### config.mk
export PLATFORM = sky130hd
export DESIGN_NAME = bmk_line_encoder
export DESIGN_NICKNAME = d
export VERILOG_FILES = /design/src/rtl/bmk_pkg.sv /design/src/rtl/bmk_half_timer.sv /design/src/rtl/bmk_cell_fsm.sv /design/src/rtl/bmk_line_encoder.sv
export SDC_FILE = /design/constraint.sdc
export NUM_CORES = 1
export LEC_CHECK = 0
export BUFFER_PORTS_ARGS = -buffer_cell sky130_fd_sc_hd__clkbuf_2
export CORE_AREA = 10 10 47 49
export CTS_CLUSTER_DIAMETER = 120
export DETAILED_ROUTE_END_ITERATION = 7
export DIE_AREA = 0 0 57 59
export PLACE_DENSITY_LB_ADDON = 0.2
export SETUP_SLACK_MARGIN = 0.3
export SYNTH_ARGS = -nofsm -noshare
export SYNTH_HDL_FRONTEND = slang
export SYNTH_SLANG_ARGS = --single-unit
### constraint.sdc
create_clock -name clk -period 1.1 [get_ports clk]
set_input_delay 0.22 -clock clk [delete_from_list [all_inputs] [get_ports clk]]
set_output_delay 0.22 -clock clk [all_outputs]
set_load 0.005 [all_outputs]
### src/rtl/bmk_pkg.sv
`timescale 1ns/1ps
package bmk_pkg;
   // Which half of the current bit cell the encoder is in
   typedef enum logic {
      HALF_FIRST  = 1'b0,
      HALF_SECOND = 1'b1
   } half_e;
endpackage

### src/rtl/bmk_half_timer.sv
`timescale 1ns/1ps
module bmk_half_timer #(
   parameter int HALF_CELL_CYCLES = 8
) (
   input  logic clk,
   input  logic rst_n,
   output logic half_stb
);
   localparam int CW = (HALF_CELL_CYCLES > 1) ? $clog2(HALF_CELL_CYCLES) : 1;
   localparam logic [CW-1:0] LAST = CW'(HALF_CELL_CYCLES - 1);
   localparam bit IS_POW2 = ((HALF_CELL_CYCLES & (HALF_CELL_CYCLES - 1)) == 0);

   logic [CW-1:0] cnt_q;

   assign half_stb = (cnt_q == LAST);

   generate
      if (IS_POW2) begin : g_wrap
         // power-of-two length: natural wrap, no compare on the reload path
         always_ff @(posedge clk or negedge rst_n) begin
            if (!rst_n) cnt_q <= '0;
            else        cnt_q <= cnt_q + 1'b1;
         end
      end else begin : g_clear
         always_ff @(posedge clk or negedge rst_n) begin
            if (!rst_n)        cnt_q <= '0;
            else if (half_stb) cnt_q <= '0;
            else               cnt_q <= cnt_q + 1'b1;
         end
      end
   endgenerate
endmodule

### src/rtl/bmk_cell_fsm.sv
`timescale 1ns/1ps
module bmk_cell_fsm #(
   parameter bit IDLE_BIT = 1'b0
) (
   input  logic              clk,
   input  logic              rst_n,
   input  logic              half_stb,
   input  logic              in_valid,
   input  logic              in_bit,
   output logic              in_ready,
   output logic              line_out,
   output bmk_pkg::half_e    phase_o
);
   import bmk_pkg::*;

   half_e phase_q, phase_d;
   logic  line_q, line_d;
   logic  cell_bit;

   assign in_ready = half_stb && (phase_q == HALF_FIRST);
   assign cell_bit = in_valid ? in_bit : IDLE_BIT;

   always_comb begin
      phase_d = phase_q;
      line_d  = line_q;
      if (half_stb) begin
         case (phase_q)
            HALF_FIRST: begin
               line_d  = line_q ^ cell_bit;
               phase_d = HALF_SECOND;
            end
            default: begin
               line_d  = ~line_q;
               phase_d = HALF_FIRST;
            end
         endcase
      end
   end

   always_ff @(posedge clk or negedge rst_n) begin
      if (!rst_n) begin
         phase_q <= HALF_FIRST;
         line_q  <= 1'b1;
      end else begin
         phase_q <= phase_d;
         line_q  <= line_d;
      end
   end

   assign line_out = line_q;
   assign phase_o  = phase_q;
endmodule

### src/rtl/bmk_line_encoder.sv
`timescale 1ns/1ps
module bmk_line_encoder #(
   parameter int HALF_CELL_CYCLES = 8,
   parameter bit IDLE_BIT         = 1'b0
) (
   input  logic clk,
   input  logic rst_n,
   input  logic in_valid,
   input  logic in_bit,
   output logic in_ready,
   output logic line_out
);
   generate
      if (HALF_CELL_CYCLES < 2) begin : g_bad_half
         $error("bmk_line_encoder: HALF_CELL_CYCLES must be at least 2");
      end
   endgenerate

   logic           half_stb;
   bmk_pkg::half_e phase_w;

   bmk_half_timer #(
      .HALF_CELL_CYCLES(HALF_CELL_CYCLES)
   ) timer_i (
      .clk      (clk),
      .rst_n    (rst_n),
      .half_stb (half_stb)
   );

   bmk_cell_fsm #(
      .IDLE_BIT(IDLE_BIT)
   ) fsm_i (
      .clk      (clk),
      .rst_n    (rst_n),
      .half_stb (half_stb),
      .in_valid (in_valid),
      .in_bit   (in_bit),
      .in_ready (in_ready),
      .line_out (line_out),
      .phase_o  (phase_w)
   );
endmodule

# Word-level counts from Yosys, hierarchy flattened
# Cells that the tools add are included.
# W data, S select, Z words.
# word_totals
ff_bits,5
in_bits,4
output_inout_bits,2
word_cells,12
# op_classes
add_sub_neg,1
n_eq_ne,1
n_mux,3
bitwise_logic,3
n_reduce_logical,1
# op_table
op,n
$add A3 B1 Y3 const B,1
$eq A3 B3 Y1 const B,1
$mux W1,3
$not A1 Y1,2
$logic_and A1 B1 Y1,1
$xor A1 B1 Y1,1

# Logic depth before layout (Yosys ltp)
# depth
ltp_word,3
ltp_mapped,4

# Hierarchy
# A second synthesis with hierarchy kept.
# unflattened
cells_unflattened,15
area_unflattened_um2,202.7
# by_module_without_submodules
mod,instances,cells_each,area_each_um2,seq_area_each_um2
bmk_half_timer,1,6,103.8,75.1
bmk_cell_fsm,1,9,98.8,51.3

# Worst setup path after synthesis
# OpenSTA, ideal clock, no wires.
# synth_timing
path_type,reg-to-output
start,reg timer_i.cnt_q[0]
end,out in_ready
t_arrival_ns,0.915
t_required_ns,0.880
path_slack_ns,-0.035
path_stages_with_launch,4
n_path_buf,0
cell_sequence,dfrtp_1 > ha_1 > ha_1 > nor2b_1
# synth_via
elab_chain_len,2
# synth_rtl
item,line_no,rtl
"start, declared",bmk_half_timer.sv:13,logic [CW-1:0] cnt_q;
"start signal, assigned",bmk_half_timer.sv:22,else cnt_q <= cnt_q + 1'b1;
$eq A3 B3 Y1,bmk_half_timer.sv:15,assign half_stb = (cnt_q == LAST);
$logic_and A1 B1 Y1,bmk_cell_fsm.sv:20,assign in_ready = half_stb && (phase_q == HALF_FIRST);
"end, declared",bmk_line_encoder.sv:10,"output logic in_ready,"
# No other way between the ends.

# Final worst setup path
# Ends and elaborated chain as after synthesis.

==> impl_metrics.tcl <==
set metrics [dict create \
    drt_iter0_drc 4 \
    slowest_stage "dfrtp_1" \
    wl_per_cell_um 11.0 \
    track_usage_pct 3.60 \
    fin_skew_ns 0.0113 \
    syn_inst 15 \
    cts_tree "built" \
    seqPwrFrac_pct 43.7 \
    hold_start "in_bit" \
    initial_core_util_pct 14.5 \
    syn_nets 21 \
    p_clk_share_pct 48.7 \
    p_sw_share_pct 22.0 \
    drive_above_1_share_pct 62.1 \
    rsz0062_at_grt "true" \
    clockBufferDepth 2 \
    vias_per_cell 3.73 \
    grt_max_degree 6 \
    syn_avg_cell_area_um2 13.5 \
    htreeDepth 1 \
    antenna_found_initial 0 \
    syn2layout_area_growth_pct 80.2 \
    crit_type "reg -> out" \
    rr_endpoint "fsm_i.line_out" \
    syn_area_um2 203 \
    finalWorstSetupSlack_ns -0.310 \
    layout_common_cells "5 x clkbuf_2, 4 x dfrtp_1, 3 x clkbuf_4" \
    row_count 14 \
    grt-ovfl-total 0 \
    report.final.setup_viol 4 \
    worstSetupEndpoint "in_ready" \
    cts_buffers 3 \
    cp_num_buf_inv 1 \
    maxCapViolations 0 \
    switching_power_mw 0.0989 \
    cts-root-buf "clkbuf_4" \
    core_area_mm2 0.00140 \
    internal-power_mw 0.350 \
    cp_top_family "flip-flops" \
    cp.required_ns 0.88 \
    cp_common_cell "ha_4" \
    hold_viol 0 \
    slew_headroom_pct 87.4 \
    nNetsFinal 36 \
    drc 0 \
    cts.sinks 5 \
    die_h_um 59 \
    drv_slew 0 \
    timing.final.crit_period_ns 1.41 \
    postLayoutCellArea_um2 365 \
    place_ws_ns -0.0789 \
    fill_cells 159 \
    cp-end-kind "output pin" \
    placed_area_um2 278 \
    max_freq_ghz 0.709 \
    clk_pin_slew_ns 0.05 \
    clock_latency_ns 0.25 \
    synth_seq_cells 5 \
    via_count 168 \
    grt_pass1_wl_um 828 \
    seq_area_frac_synth_pct 62.3 \
    ios 6 \
    regToRegSetupSlack_ns -0.23 \
    regToRegStartpoint "timer_i.cnt_q[0]" \
    die-width_um 57 \
    cp.depth 4 \
    yosys_warnings 0 \
    ys_types 11 \
    pwr-share-comb_pct 7.6 \
    crit_path_max_fanout 2 \
    period_share_pct 128 \
    place_congestion 0.704 \
    p_leak_nw 0.173 \
    dieArea_mm2 0.00336 \
    p_per_area_mw_per_mm2 1230 \
    antenna_cells 0 \
    timing.hold.ws_ns 0.270 \
    violations "negative setup slack" \
    worst_pin_slew_ns 0.190 \
    critical_path.startpoint "timer_i.cnt_q[0]" \
    irDropWorstVdd_uv 771 \
    cpPeakStageDelay_ns 0.40 \
    io_buffers 5 \
    cp_cell_sequence "ha_4 -> ha_4 -> nor2b_4 -> clkbuf_2" \
    wl_um 497 \
    final_common_cell "clkbuf_2" \
    hold_path.class "in -> reg" \
    reg2regPathDepth 6 \
    arrival_ns 1.19 \
    status "finished with violations" \
    ant_nets 0 \
    grt_pass1_vias 187 \
    cp-start-kind "register" \
    drt_pass1_iterations 2 \
]
power by group through the flow:
| stage | Clock [mW] | Combinational, mW | Sequential, mW |
|---|---|---|---|
| CTS | 0.227 | 0.0344 | 0.196 |
| finish | 0.219 | 0.0341 | 0.196 |
| global route | 0.250 | 0.0382 | 0.196 |
| floorplan | 0 | 0.00962 | 0.198 |
| detailed placement | 0 | 0.0257 | 0.198 |
| global placement | 0 | 0.0245 | 0.197 |
cell usage after synthesis:
library cell,instances,area share [%]
o2bb2ai_1,1,4.3
xor2_1,1,4.3
nand2b_1,1,3.1
ha_1,2,12
inv_1,1,1.9
nor2b_1,1,3.1
a21boi_1,1,3.7
nand3_1,1,2.5
dfrtp_1,4,49
dfstp_2,1,13
a21oi_1,1,2.5
worst reg2reg max path: stages (launching register included):
cell	delay, ns
dfrtp_1	0.40
ha_4	0.18
ha_4	0.15
buf_4	0.12
buf_6	0.11
a21boi_1	0.18
o2bb2ai_2	0.14
flip-flops by register name, indices dropped and copies added, names as in the netlist:
register	count
timer_i.cnt_q	3
fsm_i.phase_o	1
fsm_i.line_out	1
metal layers:
metal,track usage (%),vias to the layer above,part of all wire (%)
met5,0,-,0
met4,1.01,0,0
met3,5.58,0,21
met2,5.27,9,47
met1,2.41,80,32
li1,-,79,-
stage by stage:
stage | std cells | TNS (ns) | power [mW] | util [%]
5_1_grt | 45 | -0.978 | 0.485 | 26.1
3_5_place_dp | 37 | -0.153 | 0.224 | 19.8
2_1_floorplan | 15 | 0 | 0.208 | -
4_1_cts | 43 | -0.663 | 0.458 | 24.0
3_3_place_gp | 37 | -0.0485 | 0.222 | 19.8
6_report | 45 | -0.768 | 0.449 | 26.1
worst min-delay path by stage:
stage / slack [ns] / cells after the start / end
after floorplan: -0.08 / 0 / fsm_i.phase_o
after global placement: 0.04 / 1 / timer_i.cnt_q[0]
after detailed placement: 0.04 / 1 / timer_i.cnt_q[1]
after CTS: 0.26 / 3 / fsm_i.line_out
after global routing: 0.28 / 3 / fsm_i.line_out
final: 0.27 / 3 / fsm_i.line_out
kinds of logic (layout without fill, tap and decap cells):
kind of cell,Yosys count,after routing,share of synthesized area [%]
and+or+nand+nor,3,3,8.64
AOI/OAI and AO/OA,3,3,10.5
DFF,5,5,62.4
xor gates and xnor gates,1,1,4.32
buffers and inverters,1,15,1.85
adders and majority gates,2,2,12.3
cell type report:
cell class,count,area (um2),area share [%]
sequential,5,126,34.6
multi-input combinational,9,116,31.8
timing repair buffer,10,72.6,19.9
clock buffer,4,26.3,7.19
tap,16,20.0,5.48
inverter,1,3.75,1.03
timing repair:
item,in CTS,in global routing
pin swaps,3,2
hold endpoints to repair,5,0
setup endpoints to repair,5,5
hold buffers,1,0
gates resized for setup,3,2
setup buffers,1,2
Note: power is estimated with default switching activity, not from simulation.
